## src/rtl/rcc_pkg.sv

```systemverilog
package rcc_pkg;

  typedef enum logic [2:0] {
    ST_IDLE,
    ST_SEARCH,
    ST_FIRST,
    ST_ACTIVE,
    ST_FLUSH
  } callState_t;

  typedef struct packed {
    logic clrAll;
    logic latchMatch;
    logic deliverEn;
    logic dropInc;
    logic dropClr;
  } ctrlStrobe_t;

  localparam logic [1:0] MATCH_NONE  = 2'b00;
  localparam logic [1:0] MATCH_EXACT = 2'b01;
  localparam logic [1:0] MATCH_BCAST = 2'b10;

  localparam logic [1:0] ERR_PAYLOAD = 2'b01;
  localparam logic [1:0] ERR_CONTROL = 2'b10;

endpackage

```

## src/rtl/rcc_datapath.sv

```systemverilog
module rcc_datapath
  import rcc_pkg::*;
#(
  parameter int ADDR_W     = 6,
  parameter int NUM_ADDR   = 6,
  parameter int TYPE_W     = 3,
  parameter int BLK_W      = 16,
  parameter int LLR_W      = 4,
  parameter int DROP_W     = 4,
  parameter int PAYLOAD_ID = 4
) (
  input  logic                       clk,
  input  logic                       rstN,
  input  ctrlStrobe_t                strb,
  input  logic                       softMode,
  input  logic [NUM_ADDR*ADDR_W-1:0] ownAddrs,
  input  logic [DROP_W-1:0]          dropLimit,
  input  logic [ADDR_W-1:0]          rxAddr,
  input  logic                       blkValid,
  input  logic [TYPE_W-1:0]          blkType,
  input  logic [BLK_W-1:0]           blkData,
  input  logic                       blkCrcOk,
  input  logic                       hostAck,
  output logic                       addrExact,
  output logic                       addrBcast,
  output logic                       dropExceed,
  output logic                       splitBusy,
  output logic                       readyPend,
  output logic [1:0]                 matchCode,
  output logic                       irqEvent,
  output logic [1:0]                 errCode,
  output logic [TYPE_W-1:0]          holdType,
  output logic [BLK_W-1:0]           holdData,
  output logic                       overrun
);

  localparam int PARTS = BLK_W / LLR_W;
  localparam int CNT_W = (PARTS > 1) ? $clog2(PARTS) : 1;

  logic [NUM_ADDR-1:0] hitVec;
  logic [CNT_W-1:0]    splitCnt;
  logic [BLK_W-1:0]    splitBuf;
  logic [DROP_W-1:0]   dropCnt;
  logic [DROP_W:0]     dropNext;
  logic                isPayload;
  logic                startDel;
  logic                delivery;

  genvar gi;
  generate
    for (gi = 0; gi < NUM_ADDR; gi++) begin : g_cmp
      assign hitVec[gi] = (ownAddrs[gi*ADDR_W +: ADDR_W] == rxAddr);
    end
  endgenerate

  assign addrExact  = |hitVec;
  assign addrBcast  = (rxAddr == '0);
  assign isPayload  = (blkType == TYPE_W'(PAYLOAD_ID));
  assign splitBusy  = (splitCnt != '0);
  assign startDel   = strb.deliverEn && blkValid && !splitBusy;
  assign delivery   = startDel || splitBusy;
  assign dropNext   = {1'b0, dropCnt} + (DROP_W+1)'(1);
  assign dropExceed = dropNext > {1'b0, dropLimit};
  assign readyPend  = irqDataReadyQ;

  logic irqDataReadyQ;

  // match type capture
  always_ff @(posedge clk or negedge rstN) begin
    if (!rstN) begin
      matchCode <= MATCH_NONE;
    end else if (strb.clrAll) begin
      matchCode <= MATCH_NONE;
    end else if (strb.latchMatch) begin
      matchCode <= addrBcast ? MATCH_BCAST : (addrExact ? MATCH_EXACT : MATCH_NONE);
    end
  end

  // consecutive control-channel failure count
  always_ff @(posedge clk or negedge rstN) begin
    if (!rstN) begin
      dropCnt <= '0;
    end else if (strb.clrAll || strb.dropClr) begin
      dropCnt <= '0;
    end else if (strb.dropInc) begin
      dropCnt <= dropNext[DROP_W-1:0];
    end
  end

  // holding register, soft split and interrupts
  always_ff @(posedge clk or negedge rstN) begin
    if (!rstN) begin
      splitCnt      <= '0;
      splitBuf      <= '0;
      holdType      <= '0;
      holdData      <= '0;
      irqDataReadyQ <= 1'b0;
      irqEvent      <= 1'b0;
      errCode       <= 2'b00;
      overrun       <= 1'b0;
    end else if (strb.clrAll) begin
      splitCnt      <= '0;
      splitBuf      <= '0;
      holdType      <= '0;
      holdData      <= '0;
      irqDataReadyQ <= 1'b0;
      irqEvent      <= 1'b0;
      errCode       <= 2'b00;
      overrun       <= 1'b0;
    end else begin
      irqEvent <= startDel && !blkCrcOk;
      if (delivery) begin
        irqDataReadyQ <= 1'b1;
        if (irqDataReadyQ && !hostAck) overrun <= 1'b1;
      end else if (hostAck) begin
        irqDataReadyQ <= 1'b0;
      end
      if (splitBusy) begin
        holdData <= BLK_W'(splitBuf[LLR_W-1:0]);
        splitBuf <= splitBuf >> LLR_W;
        splitCnt <= splitCnt - CNT_W'(1);
      end else if (startDel) begin
        holdType <= blkType;
        if (!blkCrcOk) errCode <= isPayload ? ERR_PAYLOAD : ERR_CONTROL;
        if (softMode && isPayload && (PARTS > 1)) begin
          holdData <= BLK_W'(blkData[LLR_W-1:0]);
          splitBuf <= blkData >> LLR_W;
          splitCnt <= CNT_W'(PARTS - 1);
        end else begin
          holdData <= blkData;
        end
      end
    end
  end

endmodule

```

## src/rtl/rcc_ctrl.sv

```systemverilog
module rcc_ctrl
  import rcc_pkg::*;
(
  input  logic        clk,
  input  logic        rstN,
  input  logic        modeRx,
  input  logic        openRx,
  input  logic        syncPulse,
  input  logic        ctrlValid,
  input  logic        ctrlCrcOk,
  input  logic        endFrame,
  input  logic        blkValid,
  input  logic        addrExact,
  input  logic        addrBcast,
  input  logic        dropExceed,
  input  logic        splitBusy,
  input  logic        readyPend,
  output ctrlStrobe_t strb,
  output logic        searching,
  output logic        callActive,
  output logic        irqCalled,
  output logic        restartSearch
);

  callState_t st, nxt;
  logic       goSearch;
  logic       called;

  always_comb begin
    nxt         = st;
    strb        = '0;
    goSearch    = 1'b0;
    called      = 1'b0;
    strb.clrAll = !modeRx;
    if (!modeRx) begin
      nxt = ST_IDLE;
    end else begin
      case (st)
        ST_IDLE: begin
          nxt      = ST_SEARCH;
          goSearch = 1'b1;
        end
        ST_SEARCH: begin
          if (syncPulse) nxt = ST_FIRST;
        end
        ST_FIRST: begin
          if (ctrlValid && ctrlCrcOk) begin
            if (addrExact || addrBcast || openRx) begin
              nxt             = ST_ACTIVE;
              strb.latchMatch = 1'b1;
              strb.dropClr    = 1'b1;
              called          = 1'b1;
            end else begin
              nxt      = ST_SEARCH;
              goSearch = 1'b1;
            end
          end
        end
        ST_ACTIVE: begin
          strb.deliverEn = 1'b1;
          if (endFrame) begin
            nxt = ST_FLUSH;
          end else if (ctrlValid) begin
            if (ctrlCrcOk)       strb.dropClr = 1'b1;
            else if (dropExceed) nxt          = ST_FLUSH;
            else                 strb.dropInc = 1'b1;
          end
        end
        ST_FLUSH: begin
          strb.deliverEn = 1'b1;
          if (!splitBusy && !readyPend && !blkValid) begin
            nxt      = ST_SEARCH;
            goSearch = 1'b1;
          end
        end
        default: nxt = ST_IDLE;
      endcase
    end
  end

  always_ff @(posedge clk or negedge rstN) begin
    if (!rstN) begin
      st            <= ST_IDLE;
      irqCalled     <= 1'b0;
      restartSearch <= 1'b0;
    end else begin
      st            <= nxt;
      irqCalled     <= called;
      restartSearch <= goSearch;
    end
  end

  assign searching  = (st == ST_SEARCH);
  assign callActive = (st == ST_ACTIVE) || (st == ST_FLUSH);

endmodule

```

## src/rtl/rx_call_ctrl.sv

```systemverilog
module rx_call_ctrl
  import rcc_pkg::*;
#(
  parameter int ADDR_W     = 6,
  parameter int NUM_ADDR   = 6,
  parameter int TYPE_W     = 3,
  parameter int BLK_W      = 16,
  parameter int LLR_W      = 4,
  parameter int DROP_W     = 4,
  parameter int PAYLOAD_ID = 4
) (
  input  logic                       clk,
  input  logic                       rstN,
  input  logic                       modeRx,
  input  logic                       openRx,
  input  logic                       softMode,
  input  logic [NUM_ADDR*ADDR_W-1:0] ownAddrs,
  input  logic [DROP_W-1:0]          dropLimit,
  input  logic                       syncPulse,
  input  logic                       ctrlValid,
  input  logic                       ctrlCrcOk,
  input  logic [ADDR_W-1:0]          rxAddr,
  input  logic                       blkValid,
  input  logic [TYPE_W-1:0]          blkType,
  input  logic [BLK_W-1:0]           blkData,
  input  logic                       blkCrcOk,
  input  logic                       endFrame,
  input  logic                       hostAck,
  output logic                       searching,
  output logic                       callActive,
  output logic                       restartSearch,
  output logic                       irqCalled,
  output logic [1:0]                 matchCode,
  output logic                       irqDataReady,
  output logic                       irqEvent,
  output logic [1:0]                 errCode,
  output logic [TYPE_W-1:0]          holdType,
  output logic [BLK_W-1:0]           holdData,
  output logic                       overrun
);

  ctrlStrobe_t strb;
  logic addrExact, addrBcast, dropExceed, splitBusy, readyPend;

  rcc_ctrl ctrl_i (
    .clk(clk), .rstN(rstN), .modeRx(modeRx), .openRx(openRx),
    .syncPulse(syncPulse), .ctrlValid(ctrlValid), .ctrlCrcOk(ctrlCrcOk),
    .endFrame(endFrame), .blkValid(blkValid), .addrExact(addrExact),
    .addrBcast(addrBcast), .dropExceed(dropExceed), .splitBusy(splitBusy),
    .readyPend(readyPend), .strb(strb), .searching(searching),
    .callActive(callActive), .irqCalled(irqCalled), .restartSearch(restartSearch)
  );

  rcc_datapath #(
    .ADDR_W(ADDR_W), .NUM_ADDR(NUM_ADDR), .TYPE_W(TYPE_W), .BLK_W(BLK_W),
    .LLR_W(LLR_W), .DROP_W(DROP_W), .PAYLOAD_ID(PAYLOAD_ID)
  ) dp_i (
    .clk(clk), .rstN(rstN), .strb(strb), .softMode(softMode),
    .ownAddrs(ownAddrs), .dropLimit(dropLimit), .rxAddr(rxAddr),
    .blkValid(blkValid), .blkType(blkType), .blkData(blkData),
    .blkCrcOk(blkCrcOk), .hostAck(hostAck), .addrExact(addrExact),
    .addrBcast(addrBcast), .dropExceed(dropExceed), .splitBusy(splitBusy),
    .readyPend(readyPend), .matchCode(matchCode), .irqEvent(irqEvent),
    .errCode(errCode), .holdType(holdType), .holdData(holdData),
    .overrun(overrun)
  );

  assign irqDataReady = readyPend;

endmodule

```

## config.mk

```make
export PLATFORM = sky130hd
export DESIGN_NAME = rx_call_ctrl
export DESIGN_NICKNAME = d
export VERILOG_FILES = /design/src/rtl/rcc_pkg.sv /design/src/rtl/rcc_datapath.sv /design/src/rtl/rcc_ctrl.sv /design/src/rtl/rx_call_ctrl.sv
export SDC_FILE = /design/constraint.sdc
export NUM_CORES = 1
export LEC_CHECK = 0
export BUFFER_PORTS_ARGS = -buffer_cell sky130_fd_sc_hd__buf_4
export CORE_UTILIZATION = 50
export CTS_CLUSTER_DIAMETER = 200
export DETAILED_ROUTE_END_ITERATION = 10
export GPL_ROUTABILITY_DRIVEN = 0
export HOLD_SLACK_MARGIN = 0.12
export MAX_ROUTING_LAYER = met4
export PLACE_DENSITY = 0.83
export SETUP_SLACK_MARGIN = 0.1
export SLEW_MARGIN = 20
export SYNTH_ARGS = -nofsm -noshare
export SYNTH_HDL_FRONTEND = slang
export SYNTH_SLANG_ARGS = --single-unit
```

## constraint.sdc

```tcl
create_clock -name clk -period 3.1 [get_ports clk]
set_input_delay 0 -clock clk [delete_from_list [all_inputs] [get_ports clk]]
set_output_delay 0 -clock clk [all_outputs]
set_load 0.02 [all_outputs]
```

-- Word level (Yosys, flattened, before mapping)
Index checks and enable logic that the tools add are counted.
- word-level logic and storage cells: 133
- register bits after elaboration: 53
- output and inout port bits: 30
- input bits: 77
- $add $sub $neg: 2
- eq/ne operators: 26
- reductions and logical operators: 30
- magnitude comparators: 1
- multiplexer cells: 61
- operators with widths (cell ; count):
    16-bit two-way mux ; 8
    6-bit == test ; 6
    3-bit two-way mux ; 11
    2-bit two-way mux ; 15
    1-bit two-way mux ; 21
    3-bit case mux with 5 select lines ; 1
    4-bit two-way mux ; 3
    3-bit by 1-bit inequality test with 1-bit output, second input constant ; 3
    1-bit logical AND ; 8
    2-bit by 1-bit inequality test with 1-bit output, second input constant ; 4
    4-bit inequality test, second input constant ; 2
    3-bit by 2-bit == test with 1-bit output, second input constant ; 2
    3-bit == test, second input constant ; 2
    1-bit zero test ; 6
    6-bit zero test ; 1
    3-bit by 2-bit inequality test with 1-bit output, second input constant ; 2
    2-bit AND reduction ; 3
    6-bit AND reduction ; 1
    6-bit OR reduction ; 1
    4-bit by 1-bit adder with 5-bit output, second input constant ; 1
    5-bit by 4-bit > comparator with 1-bit output ; 1
    1-bit logical OR ; 5
    2-bit inequality test, second input constant ; 2
    4-bit by 3-bit inequality test with 1-bit output, second input constant ; 1
    other kinds (9) ; 10

-- Depth between registers and ports, before layout
Gate-level depths: netlist (run 1).
- word-level depth: 13
- mapped depth: 9
- gate-level depth less buffers: 9

-- Modules after synthesis
From an unflattened synthesis (run 1), not the netlist that was laid out.
- cell total of the unflattened synthesis: 293
- area, all modules: 2841.5 µm²
- by module, submodules not included (module ; cells each ; instances ; seq. area each (µm²) ; area each (µm²)):
    rcc_datapath ; 248 ; 1 ; 1101.1 ; 2473.6
    rcc_ctrl ; 45 ; 1 ; 125.1 ; 367.9

-- Worst setup path before layout (run 1)
OpenSTA, ideal clock, no wires.
- path type: reg2reg
- start point: register dp_i.dropCnt[0]
- end point: register dp_i.dropCnt[3]
- path slack: 862 ps
- required time: 3022 ps
- buffers on the path: 0
- period minus slack after synthesis: 2238 ps
- cell stages (with the launch flop): 9
- setup time: 78 ps
- arrival time: 2161 ps
- path through: dfrtp_1 ha_1 ha_1 nor2b_1 a2111oi_1 o21a_1 nand2_1 or3_1 a21oi_1
- longest elaborated chain between the ends: 9
- elaborated cells on any way between the ends: 11
- classes of those cells: add/sub: 1; order compare: 1; mux: 8; reduce/logical: 1
- RTL lines (element ; RTL line ; source):
    start: declaration ; rcc_datapath.sv:43 ; logic [DROP_W-1:0] dropCnt;
    start signal: assignment ; rcc_datapath.sv:86 ; dropCnt <= dropNext[DROP_W-1:0];
    4-bit by 1-bit adder with 5-bit output * ; rcc_datapath.sv:62 ; assign dropNext = {1'b0, dropCnt} + (DROP_W+1)'(1);
    5-bit by 4-bit > comparator with 1-bit output ; rcc_datapath.sv:63 ; assign dropExceed = dropNext > {1'b0, dropLimit};
    1-bit two-way mux ; rcc_ctrl.sv:65 ; else if (dropExceed) nxt = ST_FLUSH;
    1-bit two-way mux ; rcc_ctrl.sv:64 ; if (ctrlCrcOk) strb.dropClr = 1'b1;
    2-bit two-way mux ; rcc_ctrl.sv:63 ; end else if (ctrlValid) begin
    2-bit two-way mux ; rcc_ctrl.sv:61 ; if (endFrame) begin
    1-bit two-way mux ; rcc_ctrl.sv:38 ; case (st)
    4-bit two-way mux ; rcc_ctrl.sv:35 ; if (!modeRx) begin
    2-bit nonzero test (no line) ; n/a ;
Every way passes the cells marked *; elsewhere a longest branch is shown, timed or not. The select of a mux whose other input is x is not followed.
A chain may end at the register's enable or synchronous reset.

-- Worst setup path after layout (run 1)
Same ends and word-level chain as after synthesis.

==> flow_summary.toml, run 1 <==
[status]
status = "completed"

[setup_path]
reg2reg_from = "dp_i.dropCnt[0]$_DFFE_PN0P_"
worstPathMaxFanout = 4
worstSetupEndpointType = "flop"
critPathArrivalTime_ns = 2.67
worstSetupPathType = "reg -> reg"
startpoint_type = "flop"
required_ns = 3.33
cp-startpoint = "dp_i.dropCnt[0]$_DFFE_PN0P_"

[synth]
ys_seq_area_frac = 0.4156
avgSynthCellArea_um2 = 9.867
yosys.area.top_type_share = 0.4156
ys_top_cells_by_area = "dfrtp_1, xnor2_1, nand2_1"
async_reset_ff_frac = 1.000
synth_edf_count = 0
yosys_register_bits = 49
ys_warn_count = 0
ys.flop_type = "dfrtp_1"
syn-cell-area_um2 = 2950
syn_nets = 382
synth_cell_type_count = 49
postSynthCellCount = 299
synth.largest_area_cell = "dfrtp_1"

[floorplan]
start_util = 0.5261
fp.dieW_um = 78.82
pin_count = 107
core_area_um2 = 5608
num_rows = 27
fp.dieH_um = 78.82
die_area_um2 = 6212

[sta]
fin_skew_ns = 0.004384
rsz0062_at_grt = "false"
layout_min_cycle_time_ns = 2.433
hold_viol_final = 0
fmax_ghz = 0.4110
finalSetupViolCount = 0
final_max_slew_viol_count = 0
relSlewSlack = 0.5216
post-route-period-util = 0.7849
tightestPinTransition_ns = 0.7121
final.setup.worst_slack_ns = 0.6668
finalSetupTns_ns = 0

[clock_network]
clock_latency_ns = 0.31
cts_made_buffers = 5
cts-root-buf = "clkbuf_8"
clock-sinks = 49
cts_max_path_buffers = 2
clk_pin_slew_ns = 0.09
cts_resized = 0
ctsHtreeMaxLevel = 2
cts_tree = "built"

[layout]
regArea_um2 = 1226
diodes = 0
multi_input_area_um2 = 1564
final_nets = 503
num-fill-cells = 421
area_growth_pct = 38.04
layout-drive-gt1-share = 0.3183

[place]
dpl.hpwl_um = 4929
port_buffers = 106
post-place-ws_ns = 0.6856

[routing]
first_pass_iters = 4
vias = 2616
via_per_inst = 5.306
dr.first_iter.drc_count = 109
wl_per_cell_um = 14.36
routed_wl_um = 7081
drc = 0
ant_nets = 0

[grt]
grtUsageMet2 = 0.4165
grt_pass1_wl_um = 11630
grt_start_max_net_pins = 50
grt_pass1_vias = 2619
met1_usage = 0.2919
use_met3 = 0.04023
gr-total-overflow = 0
antenna_found_initial = 0
grt_busiest_layer = "met2"
track_usage = 0.2457

[min_path]
worstHoldStart = "ctrlValid"
hp-class = "in -> reg"

[flow_run]
max_cap_viol_count = 0

[power_and_ir_drop]
total_leakage_power_nw = 1.946
power_density_nw_per_um2 = 460.0
ir_drop_mv = 0.2804
==> synth_stat cells (2+ instances only) <==
| master | n |
|---|---|
| o22ai_1 | 3 |
| xnor2_1 | 33 |
| a21o_1 | 2 |
| clkbuf_1 | 5 |
| mux2_2 | 8 |
| buf_2 | 2 |
| buf_6 | 4 |
| nor2_1 | 9 |
| mux2i_1 | 8 |
| nand2_1 | 45 |
| nor3_1 | 4 |
| a21oi_1 | 3 |
| nand4_1 | 7 |
| o211a_1 | 4 |
| buf_1 | 2 |
| inv_1 | 9 |
| nand3_1 | 14 |
| or3_1 | 2 |
| o21ai_0 | 20 |
| dfrtp_1 | 49 |
| a22o_1 | 12 |
| and3_4 | 2 |
| o21a_1 | 3 |
| nor2_4 | 2 |
| buf_4 | 6 |
| a31oi_1 | 3 |
| ha_1 | 6 |
| nand3b_1 | 2 |
| nand2b_1 | 2 |
| nor2b_1 | 3 |
| xor2_1 | 7 |
==> area by class of cell <==
type	instances	area share
multi-input combinational	222	0.3840
sequential	49	0.3011
timing repair buffer	133	0.2611
tap	72	0.02212
clock buffer	5	0.01690
inverter	9	0.008295
clock inverter	3	0.006452
==> state kept, by name, indices dropped and copies added (netlist names), 2 cells and up <==
| name | flops |
|---|---|
| dp_i.holdData | 16 |
| dp_i.splitBuf | 12 |
| dp_i.dropCnt | 4 |
| ctrl_i.st | 3 |
| dp_i.holdType | 3 |
| dp_i.errCode | 2 |
| dp_i.matchCode | 2 |
| dp_i.splitCnt | 2 |
==> final timing paths <==
check,end,slack [ns],cells after the start
worst min register to register,dp_i.splitBuf[8]$_DFFE_PN0P_,0.48,2
worst max-delay path,dp_i.dropCnt[3]$_DFFE_PN0P_,0.67,8
max in group asynchronous,ctrl_i.st[0]$_DFFE_PN0P_,2.44,2
worst min-delay path,dp_i.dropCnt[1]$_DFFE_PN0P_,0.14,4
min in group asynchronous,dp_i.holdData[2]$_DFFE_PN0P_,0.25,2
worst max register to register,dp_i.dropCnt[3]$_DFFE_PN0P_,0.67,8
==> kinds of logic after synthesis <==
| kind of cell | synth area share |
|---|---|
| adder cells (fa/ha/maj) | 0.02544 |
| XOR/XNOR | 0.1187 |
| multiplexers | 0.05768 |
| AO/OA/AOI/OAI | 0.1438 |
| AND/OR/NAND/NOR | 0.1845 |
| flip-flops | 0.4156 |
| buffers and inverters | 0.05428 |
==> metal layers <==
metal	wire [µm]	up-vias
met4	200	0
met1	2918	1212
li1	-	1276
met2	3571	107
met3	390	21
met5	0	-
==> critical path, stage by stage (launching register included) <==
cell and delay, ns:
dfrtp_1 0.44, ha_1 0.33, ha_1 0.30, nor2b_1 0.14, a2111oi_1 0.32, o21a_1 0.24, nand2_1 0.11, or3_1 0.32
a21oi_1 0.15
==> through the flow <==
stage	utilization	power (mW)	instance area (µm²)	cells	hold slack [ns]
5_1_grt	0.7262	2.002	4073	493	0.1499
3_5_place_dp	0.6629	1.460	3717	459	0.05686
2_1_floorplan	-	1.250	2950	299	-0.2956
4_1_cts	0.7262	1.884	4073	493	0.1298
3_3_place_gp	0.6629	1.441	3717	459	0.05732
6_report	0.7262	1.874	4073	493	0.1442
==> what timing repair did <==
action	4_1_cts	5_1_grt
setup buffers	0	0
hold buffers	26	0
hold endpoints to repair	88	0
==> layout by cell type, fill, tap and decap left out, drive strengths merged, types with 2 or more instances in the layout <==
cell type,count
a21o,2
nand2,45
nor2b,3
clkbuf,5
nor2,12
o21a,3
nand3b,2
nand4,7
a31oi,4
mux2,8
o21ai,21
mux2i,8
inv,10
xor2,7
and2,2
dfrtp,49
a21oi,3
buf,107
a21boi,2
o211a,4
dlygate4sd3,26
nand3,14
nand2b,2
or3,2
a22o,12
a22oi,2
xnor2,33
ha,6
nor3,5
o22ai,3
clkinvlp,2
and3,3
==> power breakdown <==
group          total [mW]  internal (mW)  leakage, nW  switching [mW]
Sequential          0.795          0.735        0.667          0.0601
Clock               0.397          0.164       0.0423           0.233
Combinational       0.681          0.329         1.24           0.353
Total                1.87           1.23         1.95           0.646
Note: power is estimated with default switching activity, not from simulation.
==> inputs of run 2 (changes only) <==
--- a/config.mk
+++ b/config.mk
@@ -6,13 +6,13 @@
 export NUM_CORES = 1
 export LEC_CHECK = 0
 export BUFFER_PORTS_ARGS = -buffer_cell sky130_fd_sc_hd__buf_4
-export CORE_UTILIZATION = 50
+export CORE_UTILIZATION = 45
 export CTS_CLUSTER_DIAMETER = 200
 export DETAILED_ROUTE_END_ITERATION = 10
 export GPL_ROUTABILITY_DRIVEN = 0
 export HOLD_SLACK_MARGIN = 0.12
 export MAX_ROUTING_LAYER = met4
-export PLACE_DENSITY = 0.83
+export PLACE_DENSITY = 0.79
 export SETUP_SLACK_MARGIN = 0.1
 export SLEW_MARGIN = 20
 export SYNTH_ARGS = -nofsm -noshare
==> constraint.sdc (replaced) <==
create_clock -name clk -period 2.2 [get_ports clk]
set_input_delay 0 -clock clk [delete_from_list [all_inputs] [get_ports clk]]
set_output_delay 0 -clock clk [all_outputs]
set_load 0.02 [all_outputs]
==> run 2 against run 1 <==
  * Via count increased by 1.9%
  * Count of clock-buffer cells in the layout unchanged
  * Setup slack got worse by 0.60 ns
  * Clock skew increased by 0.0065 ns
  * Utilization decreased by 4.3 points
  * Sequential power increased by 41%
  * Largest cell class unchanged
  * Sequential cell count unchanged
  * Cell area increased by 6.5%
  * Critical path type unchanged
  * Global-route usage decreased by 2.4 points
  * First-iteration DRC count increased by 61%
==> flow_summary.toml, run 2 (same netlist as run 1, synthesis figures left out) <==
[status]
status = "completed"

[clock_network]
ctsHtreeMaxLevel = 2
clock_latency_ns = 0.30
cts-root-buf = "clkbuf_8"
cts_tree = "built"
clock-sinks = 49
cts_max_path_buffers = 2
clk_pin_slew_ns = 0.09
cts_made_buffers = 5

[routing]
drc = 0
wl_met1_um = 3070
via_per_inst = 5.229
routed_wl_um = 7390
dr.first_iter.drc_count = 176
top_layer = "met4"
ant_nets = 0
vias = 2667
wl_met3_um = 258
first_pass_iters = 4
wl_per_cell_um = 14.49
wl_met2_um = 3895

[sta]
finalSetupViolCount = 0
hold_viol_final = 0
final.setup.worst_slack_ns = 0.06543
fmax_ghz = 0.4685
relSlewSlack = 0.5430
post-route-period-util = 0.9703
rsz0062_at_grt = "true"
tightestPinTransition_ns = 0.6803
fin_skew_ns = 0.01085
final_max_slew_viol_count = 0
layout_min_cycle_time_ns = 2.135

[place]
post-place-ws_ns = -0.05540
dpl.hpwl_um = 5092
port_buffers = 106
place_area_um2 = 3764

[floorplan]
fp.dieH_um = 82.97
num_rows = 29
core_area_um2 = 6350
start_util = 0.4646
pin_count = 107
die_area_um2 = 6884
fp.dieW_um = 82.97

[setup_path]
worstSetupPathType = "reg -> reg"
critPathArrivalTime_ns = 2.38
required_ns = 2.44
worstPathMaxFanout = 4
startpoint_type = "flop"
worstSetupEndpointType = "flop"

[layout]
num-fill-cells = 499
final_nets = 515
area_growth_pct = 46.95
final_cell_mix = "buf_4, dfrtp_1, nand2_1"
largest_register_ffs = 16
layout_commonest_cell = "buf_4"
reg_top3 = "dp_i.holdData: 16 flops, dp_i.splitBuf: 12 flops, dp_i.dropCnt: 4 flops"
layout-drive-gt1-share = 0.3788
diodes = 0
top_register = "dp_i.holdData"
postLayoutCellArea_um2 = 4335

[power_and_ir_drop]
ir_drop_mv = 0.5010
total_leakage_power_nw = 2.038
power_density_nw_per_um2 = 642.0

[min_path]
hp-class = "in -> reg"

[grt]
track_usage = 0.2217
gr-total-overflow = 0
grt_pass1_wl_um = 12160
antenna_found_initial = 0
grt_start_max_net_pins = 50
grt_pass1_vias = 2692

[flow_run]
max_cap_viol_count = 0
-- run 2: repair_timing --
| item | CTS | global route |
|---|---|---|
| endpoints found under the hold margin | 90 | 0 |
| cloned | 0 | 0 |
| pin swaps | 5 | 6 |
| setup endpoints to repair | 7 | 7 |
| hold buffers | 26 | 0 |
| gates resized for setup | 14 | 11 |
| buffers inserted | 3 | 4 |
-- run 2: worst paths after layout --
path	start	endpoint	slack, ns	cells after the start
min in group asynchronous	rstN	dp_i.holdData[2]$_DFFE_PN0P_	0.25	2
max in group asynchronous	rstN	dp_i.dropCnt[0]$_DFFE_PN0P_	1.50	2
max	dp_i.dropCnt[0]$_DFFE_PN0P_	dp_i.dropCnt[3]$_DFFE_PN0P_	0.07	8
min	ctrlValid	dp_i.dropCnt[1]$_DFFE_PN0P_	0.16	4
min reg2reg	dp_i.splitBuf[4]$_DFFE_PN0P_	dp_i.splitBuf[4]$_DFFE_PN0P_	0.49	2
max reg2reg	dp_i.dropCnt[0]$_DFFE_PN0P_	dp_i.dropCnt[3]$_DFFE_PN0P_	0.07	8
-- run 2: report_power, final --
part | switching, mW | internal [mW] | total [mW]
registers | 0.0852 | 1.04 | 1.12
clock network | 0.307 | 0.341 | 0.648
logic | 0.519 | 0.495 | 1.01
total | 0.912 | 1.87 | 2.78
-- run 2: worst max-delay path: stages, from the launching register on --
cell	delay, ns
dfrtp_2	0.46
ha_4	0.19
xor2_4	0.16
ha_4	0.17
a2111oi_4	0.33
o21a_1	0.22
nand2_2	0.09
or3_4	0.35
a21oi_2	0.11
-- run 2: layout make-up --
cell class,count,area [µm²],share of cell area
Multi-Input combinational cell,222,1693,0.3905
Clock inverter,3,43.79,0.01010
Clock buffer,5,68.82,0.01587
Tap cell,77,96.34,0.02222
Inverter,9,33.78,0.007792
Sequential cell,49,1230,0.2837
Timing Repair Buffer,145,1170,0.2698
-- run 2: stage by stage --
step	util	cells	hold slack [ns]	TNS (ns)	total power [mW]
floorplan	-	299	-0.2956	0	1.761
global placement	0.5927	469	0.05933	0	2.067
detailed placement	0.5927	469	0.05663	-0.07612	2.104
CTS	0.6650	506	0.1713	0	2.797
global route	0.6828	510	0.1938	-0.02152	2.952
finish	0.6828	510	0.1641	0	2.783
-- run 2: metal layers --
metal / global-route usage / vias to the layer above
met5: - / -
met4: 0.08464 / 0
met3: 0.02684 / 14
met2: 0.3741 / 82
met1: 0.2730 / 1274
li1: - / 1297
==> inputs of run 3 (changes only) <==
--- a/config.mk
+++ b/config.mk
@@ -13,6 +13,7 @@
 export HOLD_SLACK_MARGIN = 0.12
 export MAX_ROUTING_LAYER = met4
 export PLACE_DENSITY = 0.79
+export RECOVER_POWER = 50
 export SETUP_SLACK_MARGIN = 0.1
 export SLEW_MARGIN = 20
 export SYNTH_ARGS = -nofsm -noshare
==> run 3 against run 2 <==
  * Cell area shrank 1.4%
  * Hold slack lost 0.0041 ns
  * Utilization shrank 0.93 points
  * Clock skew is essentially flat
  * Sequential cell count is the same
  * Register-to-register slack is essentially flat
  * Cell count is the same
  * Critical path type unchanged
  * Critical endpoint unchanged
  * Largest cell class unchanged
  * Largest power group unchanged
==> flow_summary.toml, run 3 (same netlist as run 1, synthesis figures left out) <==
[status]
status = "completed"

[power_and_ir_drop]
total_leakage_power_nw = 1.975
p_sw_uw = 915.3
power_frac_comb = 0.360
clkPwrFrac = 0.235
seq_power_share = 0.405
power_density_nw_per_um2 = 647.1
p_int_mw = 1.852
ir_drop_mv = 0.5034
netSwitchingFraction = 0.3308

[sta]
relSlewSlack = 0.1968
holdWs_ns = 0.1600
final_max_slew_viol_count = 0
tightestPinTransition_ns = 1.205
hold_viol_final = 0
fin_skew_ns = 0.01069
fmax_ghz = 0.4682
post-route-period-util = 0.9709
final.setup.worst_slack_ns = 0.06397
finalSetupViolCount = 0
layout_min_cycle_time_ns = 2.136
rsz0062_at_grt = "true"
finalSetupTns_ns = 0

[setup_path]
reg2reg_slack_ns = 0.06
startpoint_type = "flop"
rr_endpoint = "dp_i.dropCnt[3]$_DFFE_PN0P_"
critPathArrivalTime_ns = 2.38
cp-startpoint = "dp_i.dropCnt[0]$_DFFE_PN0P_"
worstSetupPathType = "reg -> reg"
path_common_cell = "ha_4"
required_ns = 2.44
crit_slowest_cell = "dfrtp_2"
worst-r2r-cell-count = 8
cpPeakStageDelay_ns = 0.46
cp_num_cells = 8
crit_chain = "ha_4 > xor2_4 > ha_4 > a2111oi_4 > o21a_1 > nand2_2 > or3_4 > a21oi_2"
worstSetupEndpointType = "flop"
reg2reg_from = "dp_i.dropCnt[0]$_DFFE_PN0P_"
crit_buf_inv = 0
crit_end = "dp_i.dropCnt[3]$_DFFE_PN0P_"
worstPathMaxFanout = 4
cp_top_family = "compound AO/OA/AOI/OAI gates"

[place]
dpl.cell_count = 469
dpl.hpwl_um = 5092
port_buffers = 106
place_area_um2 = 3764
post-place-ws_ns = -0.05540

[layout]
num-fill-cells = 510
multi_input_area_um2 = 1693
largest_register_ffs = 16
final_cell_mix = "buf_4, dfrtp_1, nand2_1"
regArea_um2 = 1230
top_register = "dp_i.holdData"
layout-drive-gt1-share = 0.3441
layout_commonest_cell = "buf_4"
final_nets = 515
reg_top3 = "dp_i.holdData: 16 flops, dp_i.splitBuf: 12 flops, dp_i.dropCnt: 4 flops"
final_cells = 510
diodes = 0
area_growth_pct = 44.95
postLayoutCellArea_um2 = 4277

[floorplan]
num_rows = 29
pin_count = 107
die_area_um2 = 6884
core_area_um2 = 6350
fp.dieW_um = 82.97
start_util = 0.4646
fp.dieH_um = 82.97

[flow_run]
max_cap_viol_count = 0

[clock_network]
clock_latency_ns = 0.30
cts_tree = "built"
clock-sinks = 49
cts_made_buffers = 5
ctsHtreeMaxLevel = 2
clk_pin_slew_ns = 0.09
cts-root-buf = "clkbuf_8"
cts_max_path_buffers = 2

[grt]
grt_pass1_wl_um = 12160
grt_start_max_net_pins = 50
antenna_found_initial = 0
track_usage = 0.2217
gr-total-overflow = 0
grt_pass1_vias = 2692

[min_path]
hp-class = "in -> reg"

[routing]
drc = 0
routed_wl_um = 7435
via_per_inst = 5.243
ant_nets = 0
wl_per_cell_um = 14.58
vias = 2674
dr.first_iter.drc_count = 202
first_pass_iters = 4
-- run 3: worst min path at each step --
stage / startpoint / endpoint / slack [ns] / cells after the start
after floorplan: rstN / ctrl_i.irqCalled$_DFF_PN0_ / -0.30 / 0
after global placement: rstN / dp_i.holdData[3]$_DFFE_PN0P_ / 0.06 / 1
after detailed placement: rstN / dp_i.holdData[0]$_DFFE_PN0P_ / 0.06 / 1
after CTS: ctrlValid / dp_i.dropCnt[1]$_DFFE_PN0P_ / 0.17 / 4
after global routing: ctrlValid / dp_i.dropCnt[1]$_DFFE_PN0P_ / 0.19 / 4
final: ctrlValid / dp_i.dropCnt[1]$_DFFE_PN0P_ / 0.16 / 4
-- run 3: metrics by stage --
stage	util	total power, mW
after floorplan	-	1.761
after global placement	0.5927	2.067
after detailed placement	0.5927	2.104
after CTS	0.6650	2.797
after global routing	0.6735	2.931
final	0.6735	2.767
-- run 3: metal layers --
layer	vias to the layer above	routed length [µm]	GRT usage
met5	-	0	-
met4	0	223	0.08464
met3	19	277	0.02684
met2	76	3844	0.3741
met1	1282	3090	0.2730
li1	1297	-	-
-- run 3: cell type report --
type / instances / share of cell area
sequential: 49 / 0.2876
tap: 77 / 0.02253
inverter: 9 / 0.007899
multi-input combinational: 222 / 0.3958
clock buffer: 5 / 0.01609
timing repair buffer: 145 / 0.2598
clock inverter: 3 / 0.01024
-- run 3: power by group through the flow --
stage / Clock [mW] / Sequential [mW] / Combinational [mW]
6_report: 0.650 / 1.12 / 0.997
3_3_place_gp: 0 / 1.13 / 0.939
5_1_grt: 0.693 / 1.14 / 1.10
4_1_cts: 0.663 / 1.12 / 1.01
2_1_floorplan: 0 / 1.17 / 0.591
3_5_place_dp: 0 / 1.14 / 0.966
-- run 3: what timing repair did --
| item | in CTS | in global routing |
|---|---|---|
| hold buffers | 26 | 0 |
| buffers inserted | 3 | 4 |
| hold endpoints to repair | 90 | 0 |
| endpoints found under the setup margin | 7 | 7 |
| cloned | 0 | 0 |
| gates resized for setup | 14 | 11 |
| pin swaps | 5 | 6 |
-- run 3: worst reg2reg max path: cells and delay by family, from the launching register on --
kind            cells  cell delay [ns]
compound gates      3             0.67
xor+xnor            1             0.16
fa+ha+maj           2             0.36
flops               1             0.46
simple gates        2             0.44
